===== config.mk =====
export PLATFORM = sky130hd
export DESIGN_NAME = serial_tx_lanes
export DESIGN_NICKNAME = d
export VERILOG_FILES = /design/src/rtl/serial_tx_lanes.sv
export SDC_FILE = /design/constraint.sdc
export NUM_CORES = 1
export LEC_CHECK = 0
export BUFFER_PORTS_ARGS = -buffer_cell sky130_fd_sc_hd__buf_2
export CAP_MARGIN = 20
export CORE_AREA = 2 2 170 172
export DETAILED_ROUTE_END_ITERATION = 10
export DIE_AREA = 0 0 172 174
export MAX_ROUTING_LAYER = met4
export PLACE_DENSITY = 0.71
export SLEW_MARGIN = 20
export SYNTH_ARGS = -nofsm -noshare
export SYNTH_HDL_FRONTEND = slang
export SYNTH_SLANG_ARGS = --single-unit

===== constraint.sdc =====
create_clock -name clk -period 5.3 [get_ports clk]
set_input_delay 0.265 -clock clk [delete_from_list [all_inputs] [get_ports clk]]
set_output_delay 0.265 -clock clk [all_outputs]
set_load 0.02 [all_outputs]

===== src/rtl/serial_tx_lanes.sv =====
module serial_tx_lanes #(
  parameter int LANES = 6,
  parameter int WORD  = 24,
  parameter int SLOTS = 2
) (
  input  logic                     clk,
  input  logic                     rst_n,
  input  logic                     sclk_in,
  input  logic                     fsync_in,
  input  logic                     ctrl_wr,
  input  logic [23:0]              ctrl_wdata,
  output logic [23:0]              ctrl_rdata,
  input  logic                     hold_wr,
  input  logic [$clog2(LANES)-1:0] hold_sel,
  input  logic [WORD-1:0]          hold_data,
  output logic [LANES-1:0]         sdo_data,
  output logic [LANES-1:0]         sdo_oe,
  output logic                     tde
);
  localparam int LW = $clog2(LANES);
  localparam int BW = $clog2(WORD);
  localparam int SW = $clog2(SLOTS + 1);
  localparam int MODE_LSB = 8;
  localparam int XRST_BIT = 18;

  logic          sclk_s, sclk_d, fs_s;
  logic [23:0]   ctrl_q;
  logic [BW-1:0] bitpos;
  logic [SW-1:0] slot;
  logic [LANES-1:0] hold_full;

  wire             bit_edge = sclk_s & ~sclk_d;
  wire             fs_edge  = bit_edge & fs_s;
  wire             word_end = bit_edge & ~fs_s & (bitpos == BW'(WORD - 1));
  wire             last_slot = !(slot < SW'(SLOTS - 1));
  wire [LANES-1:0] en   = ctrl_q[LANES-1:0];
  wire             net  = ctrl_q[MODE_LSB+1:MODE_LSB] == 2'b01;
  wire             xrst = ctrl_q[XRST_BIT];

  assign ctrl_rdata = {1'b0, ctrl_q[22:0]};
  assign tde = ~|(en & hold_full);

  always_ff @(posedge clk or negedge rst_n) begin
    if (!rst_n) begin
      sclk_s <= 1'b0;
      sclk_d <= 1'b0;
      fs_s   <= 1'b0;
      ctrl_q <= '0;
    end else begin
      sclk_s <= sclk_in;
      sclk_d <= sclk_s;
      fs_s   <= fsync_in;
      if (ctrl_wr) ctrl_q <= {1'b0, ctrl_wdata[22:0]};
    end
  end

  always_ff @(posedge clk or negedge rst_n) begin
    if (!rst_n) begin
      bitpos <= '0;
      slot   <= '0;
    end else if (xrst || fs_edge) begin
      bitpos <= '0;
      slot   <= '0;
    end else if (bit_edge) begin
      if (bitpos == BW'(WORD - 1)) begin
        bitpos <= '0;
        if (slot != SW'(SLOTS)) slot <= slot + 1'b1;
      end else begin
        bitpos <= bitpos + 1'b1;
      end
    end
  end

  for (genvar g = 0; g < LANES; g++) begin : g_lane
    logic            act_r, drop_r, full_r;
    logic [WORD-1:0] hold_r, sh_r;
    wire reload = word_end & act_r & net & en[g] & ~drop_r & ~last_slot;
    wire load   = ~xrst & ((fs_edge & en[g]) | reload);
    wire wr_me  = hold_wr & (hold_sel == LW'(g));

    always_ff @(posedge clk or negedge rst_n) begin
      if (!rst_n) begin
        act_r  <= 1'b0;
        drop_r <= 1'b0;
        sh_r   <= '0;
      end else if (xrst) begin
        act_r  <= 1'b0;
        drop_r <= 1'b0;
      end else if (fs_edge) begin
        act_r  <= en[g];
        drop_r <= 1'b0;
        if (en[g]) sh_r <= hold_r;
      end else begin
        if (act_r && !en[g]) drop_r <= 1'b1;
        if (word_end && act_r) begin
          if (reload) sh_r <= hold_r;
          else act_r <= 1'b0;
        end else if (bit_edge && act_r) begin
          sh_r <= {sh_r[WORD-2:0], 1'b0};
        end
      end
    end

    always_ff @(posedge clk or negedge rst_n) begin
      if (!rst_n) begin
        hold_r <= '0;
        full_r <= 1'b0;
      end else if (wr_me) begin
        hold_r <= hold_data;
        full_r <= 1'b1;
      end else if (load) begin
        full_r <= 1'b0;
      end
    end

    assign sdo_oe[g]    = act_r;
    assign sdo_data[g]  = act_r & sh_r[WORD-1];
    assign hold_full[g] = full_r;
  end
endmodule



==> out/summary.txt <==
status: finished, final reports clean
Final Hold Violating Endpoints: 0
Clock transition at path regs: 0.06 ns
final wirelength: 30300 µm
CTS root buf: clkbuf_16
Worst R2R End: g_lane[4].sh_r[3]$_DFFE_PN0P_
FMAX: 306 MHz
hold slack: 0.0778 ns
CTS max path bufs: 3
postcts setup bufs: 0
RSZ-0062 raised after global routing: no
drt wl/cell: 19.8 µm
Ports: 94
Worst Path Arrival: 3.65 ns
global-route wire length before repair: 50300 µm
Critical Path Slowest Stage Cell: and3b_1
DRT antenna net count: 0
Via Count: 8522
delay of the slowest cell on the worst path: 0.85 ns
Power Dens Cells: 374 nW/µm²
Worst Tran Pin Value: 1.09 ns
Critical Path RT: 5.69 ns
routed vias/inst: 5.56
Tmin final: 3.26 ns
Setup crit start: fs_s$_DFF_PN0_
CP Cell Sequence: and3b_1 > mux2i_1 > a2111oi_4 > buf_4 > mux2_2
largest net degree at the start of global routing: 124
TNS Setup: 0 ns
Reg2Reg Depth: 5
critical path depth in cells: 5
reg-to-reg setup timing slack: 2.04 ns
Initial Util: 53.9%
number of DRC markers in iteration 0: 380
grt ovf: 0
hold depth: 2
Yosys cell types: 59
GRT Total Usage: 21.8%
post-DP HPWL: 18200 µm
Crit Path Class: reg2reg
die area: 29900 µm²
end of the critical path: g_lane[4].sh_r[3]$_DFFE_PN0P_
warnings from Yosys: 0
multi-input logic area: 6320 µm²
CP delay by family, top: simple AND/OR/NAND/NOR gates
Max FO, Critical Path: 24
Slew Limit Headroom: 27.3%
vias in the first global route: 9306
# port buffers: 91
Async S/R FF share, synth: 100%
H-Tree Depth: 2
Vert. Die Dim: 174 µm
fin util: 61.5%
FP Rows: 62
Avg Inst Size Synth: 15.0 µm²
initial antenna violation count: 1
Final setup viols: 0
clock sink count: 339
P&R area growth vs syn: 14.0%
share of layout cells above drive strength 1: 52.2%
VDD IR-drop max: 0.281 mV
type of the worst min-delay path: in2reg
r2r startpoint: fs_s$_DFF_PN0_
clk_lat worst skew: 0.51 ns
Setup Skew: 0.00802 ns
Worst Setup End Kind: flop
Static Leak: 8.08 nW
Startpoint Class: flop
Die Wd: 172 µm
number of synthesized register bits: 339
Cell Area, Placed: 15900 µm²
Num CTS Buffers: 36
Seq/Total Area, Yosys: 55.7%
drc violations: 0
drt pass-1 iters: 4
TritonCTS clock tree: done
final worst slack: 2.04 ns
Nets: 1186
dpl ws: 2.08 ns
fin. max-slew vios: 0
number of enable flip-flop cells after synthesis: 0
Buf+Inv Stages, Crit Path: 1
mapped cell area: 15200 µm²
core area: 28200 µm²
number of fillers in the final layout: 2208
register area: 8480 µm²
total of max-cap violations: 0
Main synth FF type: dfrtp_1
synthesized instance count: 1016
final worst-path cycle share: 61.6%
GP Congestion: 0.816
Finished Cell Area: 17400 µm²
synthesized net count: 1076
## layout by cell type (no fill, tap or decap), types with 3 or more instances in the layout
master / instances
nand3_1: 3
nor4b_1: 3
mux2_4: 40
dlygate4sd3_1: 26
nor2_1: 14
and2_1: 9
clkinv_2: 4
o21ai_0: 15
a21oi_1: 21
ha_1: 3
mux2_1: 27
nand2_1: 19
clkbuf_8: 8
clkbuf_16: 37
buf_4: 15
nand2b_1: 5
dfrtp_1: 339
a31oi_4: 5
clkbuf_1: 5
nor3_1: 4
nor2b_1: 7
bufinv_16: 3
mux2_2: 378
inv_1: 9
buf_2: 90
## area by class of cell
class | instances | area share, %
Sequential cell | 339 | 48.9
Multi-Input combinational cell | 606 | 36.4
Clock buffer | 50 | 6.08
Timing Repair Buffer | 133 | 4.94
Tap cell | 384 | 2.77
Clock inverter | 9 | 0.728
Inverter | 10 | 0.216
Antenna cell | 1 | 0.0144
## where the power goes
group	internal [mW]	total, mW	switching, mW
Clock	1.53	2.52	0.993
Combinational	0.475	0.796	0.321
Sequential	2.97	3.17	0.200
## synth_stat cells (all sizes together), types with 5 or more instances
master  number  share of area, %
nor2        15              0.37
nor3         6              0.23
dfrtp      339                56
inv         10              0.25
nand2       19              0.47
nand2b       5              0.21
buf         41               2.2
mux2       445                34
and2         9              0.37
clkbuf      20              0.49
nor2b        7              0.29
a31oi        8              0.81
a21oi       21              0.69
o21ai       15              0.49
## cell families after synthesis
logic type / Yosys count / synth area share (%)
xor gates and xnor gates: 1 / 0.0575
DFF: 339 / 55.7
muxes: 447 / 34.0
buffers and inverters: 71 / 2.98
other: 1 / 0.0246
and+or+nand+nor: 87 / 3.36
AOI/OAI and AO/OA: 67 / 3.58
adders and majority gates: 3 / 0.247
## how the worst min path moves through the flow
stage / endpoint / start / slack (ns)
after floorplan: bitpos[0]$_DFFE_PN0P_ / rst_n / -0.03
after global placement: g_lane[5].hold_r[5]$_DFFE_PN0P_ / rst_n / 0.32
after detailed placement: g_lane[5].hold_r[5]$_DFFE_PN0P_ / rst_n / 0.32
after CTS: g_lane[2].hold_r[15]$_DFFE_PN0P_ / hold_data[15] / 0.07
after global routing: g_lane[4].hold_r[15]$_DFFE_PN0P_ / hold_data[15] / 0.07
final: g_lane[2].hold_r[15]$_DFFE_PN0P_ / hold_data[15] / 0.08
## routing by layer
metal,track usage (%),up-vias,share of wire [%]
met2,34.0,145,47
met4,5.53,0,1.8
met3,2.96,38,3.4
met5,-,-,0
met1,30.5,4471,48
li1,-,3868,-
## repair_timing
action,in CTS,in global routing
hold endpoints to repair,111,0
hold buffers,26,0
gates resized for setup,0,0
endpoints found under the setup margin,0,0
## sequential cells by signal, summed over array words and instances, names as in the netlist
| register | flops |
|---|---|
| fs_s | 1 |
| g_lane.drop_r | 6 |
| g_lane.hold_r | 144 |
| g_lane.full_r | 6 |
| ctrl_q | 23 |
| g_lane.act_r | 6 |
| g_lane.sh_r | 144 |
| sclk_d | 1 |
| sclk_s | 1 |
| slot | 2 |
| bitpos | 5 |
## metrics by stage
stage	std cells	power, mW
2_1_floorplan	1016	3.75
3_3_place_gp	1446	3.96
3_5_place_dp	1446	4.01
4_1_cts	1531	6.57
5_1_grt	1532	6.79
6_report	1532	6.49
No activity file was read; power rests on OpenSTA's default activity.
